`config.mk`:
```
export PLATFORM = sky130hd
export DESIGN_NAME = mq_prio_rd_sched
export DESIGN_NICKNAME = d
export VERILOG_FILES = /design/src/rtl/mq_sched_pkg.sv /design/src/rtl/mqs_prio_pick.sv /design/src/rtl/mqs_tag_pipe.sv /design/src/rtl/mq_prio_rd_sched.sv
export SDC_FILE = /design/constraint.sdc
export NUM_CORES = 1
export LEC_CHECK = 0
export ABC_AREA = 0
export BUFFER_PORTS_ARGS = -buffer_cell sky130_fd_sc_hd__buf_2
export CAP_MARGIN = 15
export CORE_UTILIZATION = 41
export DETAILED_ROUTE_END_ITERATION = 7
export PLACE_DENSITY = 0.81
export SYNTH_ARGS = -nofsm -noshare
export SYNTH_HDL_FRONTEND = slang
export SYNTH_SLANG_ARGS = --single-unit
```
`constraint.sdc`:
```
create_clock -name clk -period 3.13 [get_ports clk]
set_clock_uncertainty 0.2 [all_clocks]
set_input_delay 0.313 -clock clk [delete_from_list [all_inputs] [get_ports clk]]
set_output_delay 0.313 -clock clk [all_outputs]
set_load 0.02 [all_outputs]
```
`src/rtl/mq_sched_pkg.sv`:
```
package mq_sched_pkg;

   // index width for a set of n queues; at least one bit
   function automatic int unsigned idx_w(input int unsigned n);
      return (n > 1) ? $clog2(n) : 1;
   endfunction

endpackage

```
`src/rtl/mqs_prio_pick.sv`:
```
module mqs_prio_pick #(
   parameter int unsigned N  = 4,
   localparam int unsigned QW = mq_sched_pkg::idx_w(N)
) (
   input  logic [N-1:0]  req,
   output logic          any,
   output logic [QW-1:0] idx
);
   logic [N:0]   seen;
   logic [N-1:0] win;

   assign seen[0] = 1'b0;

   generate
      for (genvar i = 0; i < N; i++) begin : g_chain
         assign seen[i+1] = seen[i] | req[i];
         assign win[i]    = req[i] & ~seen[i];
      end
   endgenerate

   assign any = seen[N];

   always_comb begin
      idx = '0;
      for (int i = 0; i < N; i++) begin
         if (win[i]) idx = idx | QW'(i);
      end
   end
endmodule

```
`src/rtl/mqs_tag_pipe.sv`:
```
module mqs_tag_pipe #(
   parameter int unsigned QW    = 2,
   parameter int unsigned DEPTH = 3
) (
   input  logic          clk,
   input  logic          rst_n,
   input  logic          in_v,
   input  logic [QW-1:0] in_q,
   output logic          out_v,
   output logic [QW-1:0] out_q
);
   generate
      if (DEPTH == 1) begin : g_single
         always_ff @(posedge clk) begin
            if (!rst_n) begin
               out_v <= 1'b0;
               out_q <= '0;
            end else begin
               out_v <= in_v;
               out_q <= in_q;
            end
         end
      end else begin : g_chain
         logic [DEPTH-1:0] v_sr;
         logic [QW-1:0]    q_sr [DEPTH];

         always_ff @(posedge clk) begin
            if (!rst_n) begin
               v_sr <= '0;
               for (int i = 0; i < DEPTH; i++) q_sr[i] <= '0;
            end else begin
               v_sr    <= {v_sr[DEPTH-2:0], in_v};
               q_sr[0] <= in_q;
               for (int i = 1; i < DEPTH; i++) q_sr[i] <= q_sr[i-1];
            end
         end

         assign out_v = v_sr[DEPTH-1];
         assign out_q = q_sr[DEPTH-1];
      end
   endgenerate
endmodule

```
`src/rtl/mq_prio_rd_sched.sv`:
```
module mq_prio_rd_sched #(
   parameter int unsigned NUM_Q  = 4,
   parameter int unsigned DATA_W = 16,
   parameter int unsigned RD_LAT = 3,
   localparam int unsigned QW    = mq_sched_pkg::idx_w(NUM_Q)
) (
   input  logic              clk,
   input  logic              rst_n,
   input  logic [NUM_Q-1:0]  q_empty,
   input  logic [NUM_Q-1:0]  q_almost_empty,
   input  logic [DATA_W-1:0] rd_data,
   output logic [QW-1:0]     rd_qaddr,
   output logic              rd_qlatch,
   output logic              rd_en,
   output logic [DATA_W-1:0] out_data,
   output logic              out_valid,
   output logic [QW-1:0]     out_qid
);
   generate
      if (NUM_Q < 2)   begin : g_bad_nq  $error("NUM_Q must be at least 2");  end
      if (RD_LAT < 1)  begin : g_bad_lat $error("RD_LAT must be at least 1"); end
      if (DATA_W < 1)  begin : g_bad_dw  $error("DATA_W must be at least 1"); end
   endgenerate

   // candidate sets: above threshold first, then anything non-empty
   logic [NUM_Q-1:0] above_thr, has_data;
   assign above_thr = ~q_empty & ~q_almost_empty;
   assign has_data  = ~q_empty;

   logic          any_above, any_data;
   logic [QW-1:0] pick_above, pick_data, nxt_q;

   mqs_prio_pick #(.N(NUM_Q)) u_pick_above (
      .req (above_thr),
      .any (any_above),
      .idx (pick_above)
   );

   mqs_prio_pick #(.N(NUM_Q)) u_pick_data (
      .req (has_data),
      .any (any_data),
      .idx (pick_data)
   );

   assign nxt_q = any_above ? pick_above : pick_data;

   // issue registers
   logic          en_r, latch_r;
   logic [QW-1:0] addr_r;

   always_ff @(posedge clk) begin
      if (!rst_n) begin
         en_r    <= 1'b0;
         latch_r <= 1'b0;
         addr_r  <= '0;
      end else begin
         en_r    <= any_data;
         latch_r <= any_data & (~en_r | (nxt_q != addr_r));
         if (any_data) addr_r <= nxt_q;
      end
   end

   assign rd_en     = en_r;
   assign rd_qlatch = latch_r;
   assign rd_qaddr  = addr_r;

   // a slot carries data only if its queue was non-empty when it was read
   logic slot_ok;
   assign slot_ok = en_r & ~q_empty[addr_r];

   mqs_tag_pipe #(.QW(QW), .DEPTH(RD_LAT)) u_tags (
      .clk   (clk),
      .rst_n (rst_n),
      .in_v  (slot_ok),
      .in_q  (addr_r),
      .out_v (out_valid),
      .out_q (out_qid)
   );

   assign out_data = rd_data;
endmodule

```
==> impl_metrics.env, run 1 <==
export IMPL_status="finished clean"
export IMPL_worstPathMaxFanout=7
export IMPL_worst_pin_slew_ps=341
export IMPL_cts_clk_slew_worst_paths_ps=70
export IMPL_gp_congestion=0.774
export IMPL_worstHoldPathCells=3
export IMPL_muxShareOfSynthArea=0.0473
export IMPL_cts_max_level=1
export IMPL_max_slew_margin=0.771
export IMPL_yosysSeqAreaShare=0.393
export IMPL_layout_drive_gt1_share=0.303
export IMPL_cts_buffers_inserted=3
export IMPL_final_util=0.431
export IMPL_dp_hpwl_um=752
export IMPL_drcViolationCount=0
export IMPL_synth_seq_cells=13
export IMPL_yosys_area_top_type="dfxtp_1"
export IMPL_cts_setup_buffers=0
export IMPL_max_cap_violations=0
export IMPL_synth_cell_types=22
export IMPL_vdd_drop_max_mv=0.160
export IMPL_synth_area_um2=662
export IMPL_dieArea_um2=1780
export IMPL_syn_nets=101
export IMPL_wirelength_um=962
export IMPL_crit_family="flip-flops"
export IMPL_synthAdderAreaFrac=0
export IMPL_antenna_cells=0
export IMPL_hold_buffers=0
export IMPL_rsz0062_at_grt="false"
export IMPL_numPortBuffers=16
export IMPL_drv_slew=0
export IMPL_slowest_delay_ps=460
export IMPL_synth_top_cells_by_area="dfxtp_1, buf_4, and2_1"
export IMPL_nNetsFinal=103
export IMPL_end_kind="primary output"
export IMPL_min_to="u_tags.g_chain.v_sr[0]"
export IMPL_r2r_start="rd_qaddr[0]"
export IMPL_ant_nets=0
export IMPL_p_leak_nw=0.299
export IMPL_setup_tns_ps=0
export IMPL_synth_edf_count=0
export IMPL_cts_tree="built"
export IMPL_r2r_cells=2
export IMPL_fin_area_um2=649
export IMPL_yosys_area_share_simple=0.210
export IMPL_placed_cell_area_um2=623
export IMPL_initial_core_util=0.439
export IMPL_synthCells=75
export IMPL_synth_top_area_share=0.393
export IMPL_crit_required_ps=2620
export IMPL_cp_start_kind="flip-flop"
export IMPL_fin_crit_sh=0.464
export IMPL_cts_root_buf="clkbuf_4"
export IMPL_ys_flop_type="dfxtp_1"
export IMPL_synth_most_common_cell="buf_4"
export IMPL_numClockSinks=13
export IMPL_async_flop_share=0
export IMPL_die_w_um=42.2
export IMPL_clk_latency_ps=260
export IMPL_syn_area_per_cell_um2=8.83
export IMPL_core_area_um2=1510
export IMPL_period_minus_slack_ps=1450
export IMPL_wl_per_cell_um=10.5
export IMPL_num_vias=478
export IMPL_crit_chain="buf_2"
export IMPL_clk_path_buf_depth=2
export IMPL_hp_start="rst_n"
export IMPL_synth_compound_area_frac=0.129
export IMPL_power_density_nw_per_um2=499
export IMPL_hold_class="in2reg"
export IMPL_grt_max_degree=14
export IMPL_hold_viol=0
export IMPL_cts_resized=0
export IMPL_worstPathBufferInverterCount=1
export IMPL_grt_use_total=0.112
export IMPL_fin_cells=92
export IMPL_power_mw=0.324
export IMPL_r2r_slack_ps=1800
export IMPL_synth_common_cells="buf_4, dfxtp_1, and2_1"
export IMPL_grt_pass1_wl_um=1550
export IMPL_die_h_um=42.2
export IMPL_arrival_ps=940
export IMPL_first_global_vias=406
export IMPL_synth_xor_area_share=0
export IMPL_via_per_inst=5.20
export IMPL_cp_slowest_cell="dfxtp_1"
export IMPL_drt_iter0_markers=3
export IMPL_yosysWarnings=0
export IMPL_dp_cells=88
export IMPL_finalSetupViolCount=0
export IMPL_area_growth_pct=-1.89
export IMPL_nFillCells=152
export IMPL_rows=14
export IMPL_drtPass1Iterations=2
export IMPL_r2r_end="u_tags.g_chain.v_sr[0]"
export IMPL_gr_total_overflow=0
export IMPL_ios=49
export IMPL_fmax_ghz=0.688
export IMPL_path_class="reg2out"
export IMPL_antenna_found_initial=0
export IMPL_synth_top_family_by_area="buffers and inverters"
[state kept, by name, summed over array words and instances, names as in the netlist]
signal / count
rd_en: 1
u_tags.g_chain.v_sr: 3
rd_qlatch: 1
u_tags.g_chain.q_sr: 6
rd_qaddr: 2
[layout by cell type (no fill, tap or decap), types with 2 or more instances in the layout]
master / n
nor2b_1: 2
nor2_1: 5
and2_1: 8
clkbuf_4: 3
mux2i_1: 2
dfxtp_1: 13
a211oi_1: 3
nand2_1: 6
buf_2: 16
a21oi_1: 5
[kinds of logic after synthesis]
| group | count (synthesis) |
|---|---|
| and+or+nand+nor | 26 |
| buffers and inverters | 21 |
| DFF | 13 |
| AOI/OAI and AO/OA | 12 |
| muxes | 3 |
[routing by layer]
layer	wire (um)	GRT usage
met5	0	0
met4	8	0.0625
met3	72	0.0474
met2	453	0.175
met1	428	0.127
[area by class of cell]
cell class / count / area [um2] / share of cell area
multi-input cells: 41 / 255 / 0.393
flip-flops and latches: 13 / 260 / 0.401
well taps: 16 / 20.0 / 0.0308
clock buffers: 4 / 26.3 / 0.0405
repair buffers: 16 / 80.1 / 0.123
inverters: 2 / 7.51 / 0.0116
[report_power, final]
part | switching (mW) | total, mW | internal, mW
Clock | 0.0459 | 0.0951 | 0.0492
Combinational | 0.0283 | 0.0498 | 0.0215
Sequential | 0.00550 | 0.180 | 0.174
[worst max path at each step]
stage,cells past startpoint,slack [ps],start,endpoint
floorplan,5,1630,q_almost_empty[3],rd_qlatch
global placement,6,1460,q_empty[3],rd_qlatch
detailed placement,6,1430,q_almost_empty[3],rd_qlatch
CTS,1,1670,rd_qaddr[0],rd_qaddr[0]
global route,6,1610,q_empty[3],rd_qlatch
finish,1,1680,rd_qaddr[0],rd_qaddr[0]
[per-stage QoR]
step / hold WS (ps) / worst slack, ps
after floorplan: 212 / 1630
final: 176 / 1680
after global placement: 213 / 1460
after detailed placement: 219 / 1430
after CTS: 165 / 1670
after global routing: 170 / 1610
Note: power is estimated with default switching activity, not from simulation.
==> inputs of run 2 (changes only) <==
--- a/config.mk
+++ b/config.mk
@@ -8,9 +8,9 @@
 export ABC_AREA = 0
 export BUFFER_PORTS_ARGS = -buffer_cell sky130_fd_sc_hd__buf_2
 export CAP_MARGIN = 15
-export CORE_UTILIZATION = 41
+export CORE_UTILIZATION = 38
 export DETAILED_ROUTE_END_ITERATION = 7
-export PLACE_DENSITY = 0.81
+export PLACE_DENSITY = 0.76
 export SYNTH_ARGS = -nofsm -noshare
 export SYNTH_HDL_FRONTEND = slang
 export SYNTH_SLANG_ARGS = --single-unit
==> constraint.sdc (replaced) <==
create_clock -name clk -period 1.4 [get_ports clk]
set_clock_uncertainty 0.2 [all_clocks]
set_input_delay 0.14 -clock clk [delete_from_list [all_inputs] [get_ports clk]]
set_output_delay 0.14 -clock clk [all_outputs]
set_load 0.02 [all_outputs]
==> impl_metrics.env, run 2 (synthesis results as in run 1) <==
export IMPL_top_register="u_tags.g_chain.q_sr"
export IMPL_p_switching_mw=0.184
export IMPL_first_global_vias=440
export IMPL_p_leak_nw=0.327
export IMPL_power_density_nw_per_um2=1060
export IMPL_crit_required_ps=1350
export IMPL_cts_clk_slew_worst_paths_ps=70
export IMPL_period_minus_slack_ps=1270
export IMPL_wl_met2_um=444
export IMPL_slowest_delay_ps=340
export IMPL_drt_iter0_markers=7
export IMPL_numPortBuffers=16
export IMPL_end_kind="flip-flop"
export IMPL_cp_slowest_cell="a211oi_1"
export IMPL_nFillCells=164
export IMPL_core_area_um2=1560
export IMPL_layout_drive_gt1_share=0.354
export IMPL_arrival_ps=1220
export IMPL_pwr_share_seq=0.541
export IMPL_wl_met3_um=79
export IMPL_largest_reg_flops=6
export IMPL_cp_start_kind="input port"
export IMPL_cts_root_buf="clkbuf_4"
export IMPL_hold_class="in2reg"
export IMPL_power_frac_clock=0.290
export IMPL_numClockSinks=13
export IMPL_clk_path_buf_depth=2
export IMPL_worst_pin_slew_ps=347
export IMPL_fmax_ghz=0.786
export IMPL_max_cap_violations=0
export IMPL_cts_setup_buffers=0
export IMPL_grt_max_degree=14
export IMPL_cts_buffers_inserted=3
export IMPL_dieArea_um2=1910
export IMPL_r2r_cells=2
export IMPL_worstHoldPathCells=2
export IMPL_r2r_slack_ps=130
export IMPL_r2r_end="u_tags.g_chain.v_sr[0]"
export IMPL_rsz0062_at_grt="false"
export IMPL_drt_met1_wl_um=487
export IMPL_dp_hpwl_um=777
export IMPL_r2r_start="rd_qaddr[0]"
export IMPL_drv_slew=0
export IMPL_gp_congestion=0.828
export IMPL_cts_max_level=1
export IMPL_internal_power_mw=0.559
export IMPL_hold_slack_ps=13.4
export IMPL_antenna_cells=0
export IMPL_crit_chain="buf_2, o22ai_1, a21oi_1, a211oi_1, mux2i_1, nand3_1"
export IMPL_wl_per_cell_um=10.5
export IMPL_status="finished, violations left"
export IMPL_ant_nets=0
export IMPL_max_slew_margin=0.768
export IMPL_setup_tns_ps=0
export IMPL_combPwrFrac=0.169
export IMPL_hold_viol=0
export IMPL_die_w_um=43.7
export IMPL_antenna_found_initial=0
export IMPL_initial_core_util=0.425
export IMPL_swShare=0.248
export IMPL_clk_latency_ps=260
export IMPL_finalSetupViolCount=0
export IMPL_ios=49
export IMPL_worstPathMaxFanout=3
export IMPL_die_h_um=43.7
export IMPL_cts_tree="built"
export IMPL_drtPass1Iterations=6
export IMPL_layout_common_cells="buf_2, dfxtp_1, and2_1, nand2_1"
export IMPL_nNetsFinal=109
export IMPL_vdd_drop_max_mv=0.303
export IMPL_fin_crit_sh=0.909
export IMPL_routed_top_layer="met4"
export IMPL_grt_use_total=0.121
export IMPL_hp_start="rst_n"
export IMPL_path_class="in2reg"
export IMPL_min_to="rd_qaddr[0]"
export IMPL_gr_total_overflow=0
export IMPL_power_mw=0.742
export IMPL_area_growth_pct=5.48
export IMPL_rows=14
export IMPL_wirelength_um=1030
export IMPL_num_vias=481
export IMPL_drcViolationCount=1
export IMPL_final_common_cell="buf_2"
export IMPL_violations="design-rule violations"
export IMPL_grt_pass1_wl_um=1720
export IMPL_via_per_inst=4.91
## run 2: cell count changes in the layout (fill, tap and decap cells not counted), sizes merged
cell,change
dlygate4sd3,+1
buf,+5
## run 2: timing repair
action | CTS | global route
setup endpoints to repair | 0 | 1
hold buffers | 1 | 0
hold endpoints to repair | 1 | 0
resized for setup | 0 | 1
## run 2: area by class of cell
cell class                 instances  area, um2  area share
tap                               16       20.0      0.0287
sequential                        13        262       0.375
timing repair buffer              22        128       0.183
multi-input combinational         41        255       0.366
inverter                           2       7.51      0.0108
clock buffer                       4       26.3      0.0376
## run 2: metrics by stage
stage               setup WS (ps)   util  cell area, um2  std cells
detailed placement           -142  0.424             661         93
floorplan                    38.5      -             662         75
global placement            -89.7  0.424             661         93
global route                 6.33  0.448             698         98
finish                        128  0.448             698         98
CTS                          62.1  0.447             697         98
## run 2: worst max-delay path by stage
stage | from | end | depth (start not counted)
floorplan | rd_qaddr[0] | u_tags.g_chain.v_sr[0] | 2
global placement | q_almost_empty[3] | rd_qlatch | 6
detailed placement | q_almost_empty[3] | rd_qlatch | 6
CTS | rd_qaddr[0] | u_tags.g_chain.v_sr[0] | 2
global route | q_almost_empty[3] | rd_qlatch | 6
finish | q_almost_empty[3] | rd_qlatch | 6
## run 2: metal layers
metal / vias to the layer above / GRT usage
li1: 251 / -
met5: - / 0
met1: 213 / 0.148
met3: 2 / 0.0458
met4: 0 / 0.0938
met2: 15 / 0.167
## run 2: power groups by stage
stage          logic (mW)  registers (mW)  clock network, mW
6_report            0.126           0.402              0.215
3_3_place_gp        0.120           0.409                  0
4_1_cts             0.126           0.401              0.221
5_1_grt             0.139           0.404              0.248
3_5_place_dp        0.123           0.410                  0
2_1_floorplan       0.123           0.422                  0
## run 2: critical path: cells and delay by family
kind                   cells  cell delay [ps]
AOI/OAI and AO/OA          3              660
muxes                      1              230
and+or+nand+nor            1               80
buffers and inverters      1              110
==> inputs of run 3 (changes only) <==
==> constraint.sdc (replaced) <==
create_clock -name clk -period 1.2 [get_ports clk]
set_clock_uncertainty 0.2 [all_clocks]
set_input_delay 0.12 -clock clk [delete_from_list [all_inputs] [get_ports clk]]
set_output_delay 0.12 -clock clk [all_outputs]
set_load 0.02 [all_outputs]
==> impl_metrics.env, run 3 (synthesis results as in run 1) <==
export IMPL_status="finished, violations left"
export IMPL_violations="design-rule violations, negative hold slack, negative setup slack"
export IMPL_vdd_drop_max_mv=0.354
export IMPL_cts_root_buf="clkbuf_4"
export IMPL_cts_max_level=1
export IMPL_max_slew_margin=0.812
export IMPL_final_common_cell="buf_2"
export IMPL_layout_drive_gt1_share=0.440
export IMPL_area_growth_pct=12.7
export IMPL_rows=14
export IMPL_cp_start_kind="input port"
export IMPL_fmax_ghz=0.809
export IMPL_gr_usage_met1=0.147
export IMPL_cp_slowest_cell="o32a_1"
export IMPL_use_met3=0.0583
export IMPL_initial_core_util=0.425
export IMPL_core_area_um2=1560
export IMPL_arrival_ps=1250
export IMPL_power_density_nw_per_um2=1190
export IMPL_hold_viol=1
export IMPL_grt_pass1_wl_um=1830
export IMPL_pre_cts_slack_ps=-333
export IMPL_antenna_cells=0
export IMPL_cts_tree="built"
export IMPL_p_leak_nw=0.346
export IMPL_fin_crit_sh=1.03
export IMPL_r2r_start="rd_qaddr[0]"
export IMPL_ios=49
export IMPL_drtPass1Iterations=5
export IMPL_num_vias=505
export IMPL_power_mw=0.888
export IMPL_crit_required_ps=1210
export IMPL_dp_hpwl_um=839
export IMPL_path_class="in2reg"
export IMPL_r2r_cells=2
export IMPL_min_to="rd_en"
export IMPL_r2r_slack_ps=50
export IMPL_grt_max_degree=12
export IMPL_numClockSinks=13
export IMPL_gp_congestion=0.846
export IMPL_nNetsFinal=111
export IMPL_hp_start="rst_n"
export IMPL_layout_common_cells="buf_2, dfxtp_1, and2_1, buf_4, nand2_1"
export IMPL_die_h_um=43.7
export IMPL_finalSetupViolCount=1
export IMPL_hold_class="in2reg"
export IMPL_top_register="u_tags.g_chain.q_sr"
export IMPL_cts_clk_slew_worst_paths_ps=70
export IMPL_layout_setup_ws_ps=-36.1
export IMPL_dieArea_um2=1910
export IMPL_worstHoldPathCells=3
export IMPL_slowest_delay_ps=350
export IMPL_nFillCells=173
export IMPL_wl_per_cell_um=11.0
export IMPL_gr_total_overflow=0
export IMPL_max_cap_violations=0
export IMPL_drt_iter0_markers=9
export IMPL_drv_slew=0
export IMPL_crit_chain="buf_2, and2b_1, o311ai_4, a21oi_2, o32a_1, nand3_1"
export IMPL_gr_max_usage_layer="met2"
export IMPL_first_global_vias=452
export IMPL_via_per_inst=5.05
export IMPL_crit_family="compound AO/OA/AOI/OAI gates"
export IMPL_clk_latency_ps=260
export IMPL_worst_pin_slew_ps=282
export IMPL_setup_tns_ps=-36.1
export IMPL_met2_usage=0.191
export IMPL_final_util=0.478
export IMPL_numPortBuffers=16
export IMPL_clk_path_buf_depth=2
export IMPL_hold_slack_ps=-87.1
export IMPL_wirelength_um=1100
export IMPL_end_kind="flip-flop"
export IMPL_die_w_um=43.7
export IMPL_antenna_found_initial=0
export IMPL_largest_reg_flops=6
export IMPL_ant_nets=0
export IMPL_period_minus_slack_ps=1240
export IMPL_drcViolationCount=1
export IMPL_cts_buffers_inserted=3
export IMPL_worstPathMaxFanout=3
export IMPL_worstPathBufferInverterCount=1
export IMPL_grt_use_total=0.130
export IMPL_r2r_end="u_tags.g_chain.v_sr[0]"
export IMPL_rsz0062_at_grt="true"
## run 3: cell count changes in the layout (fill, tap and decap cells not counted), sizes merged
cell         change
buf              +3
dlygate4sd3      -1
## run 3: report_power, final
| part | internal (mW) | switching [mW] |
|---|---|---|
| Sequential | 0.454 | 0.0125 |
| Clock | 0.128 | 0.122 |
| Combinational | 0.0812 | 0.0892 |
| Total | 0.664 | 0.224 |
## run 3: worst max-delay path by stage
stage | to | startpoint | cells after the start
floorplan | rd_qlatch | q_almost_empty[3] | 5
global placement | rd_qlatch | q_almost_empty[3] | 6
detailed placement | rd_qlatch | q_almost_empty[3] | 6
CTS | rd_qlatch | q_almost_empty[3] | 6
global route | rd_qlatch | q_almost_empty[3] | 6
finish | rd_qlatch | q_almost_empty[3] | 6
## run 3: metrics by stage
| step | std cells | instance area (um2) |
|---|---|---|
| global placement | 96 | 684 |
| floorplan | 75 | 663 |
| CTS | 100 | 724 |
| detailed placement | 96 | 684 |
| global route | 100 | 746 |
| finish | 100 | 746 |
## run 3: layout make-up
type                            count  area, um2  share of cell area
Inverter                            2       7.51              0.0101
Sequential cell                    13        265               0.356
Timing Repair Buffer               24        140               0.188
Multi-Input combinational cell     41        287               0.384
Clock buffer                        4       26.3              0.0352
Tap cell                           16       20.0              0.0268
## run 3: repair_timing
| item | 4_1_cts | 5_1_grt |
|---|---|---|
| endpoints found under the hold margin | 1 | 1 |
| gates resized for setup | 4 | 4 |
| setup buffers | 0 | 0 |
| setup endpoints to repair | 3 | 4 |
| pin swaps | 0 | 0 |
## run 3: routing by layer
| metal | routed length [um] | vias to the layer above |
|---|---|---|
| met5 | 0 | - |
| met4 | 9 | 0 |
| met3 | 76 | 4 |
| met2 | 532 | 19 |
| met1 | 484 | 226 |
| li1 | - | 256 |
## run 3: worst min-delay path: cells and delay by family
kind / cells / cell delay [ps]
simple gates: 1 / 70
buf+inv: 2 / 170
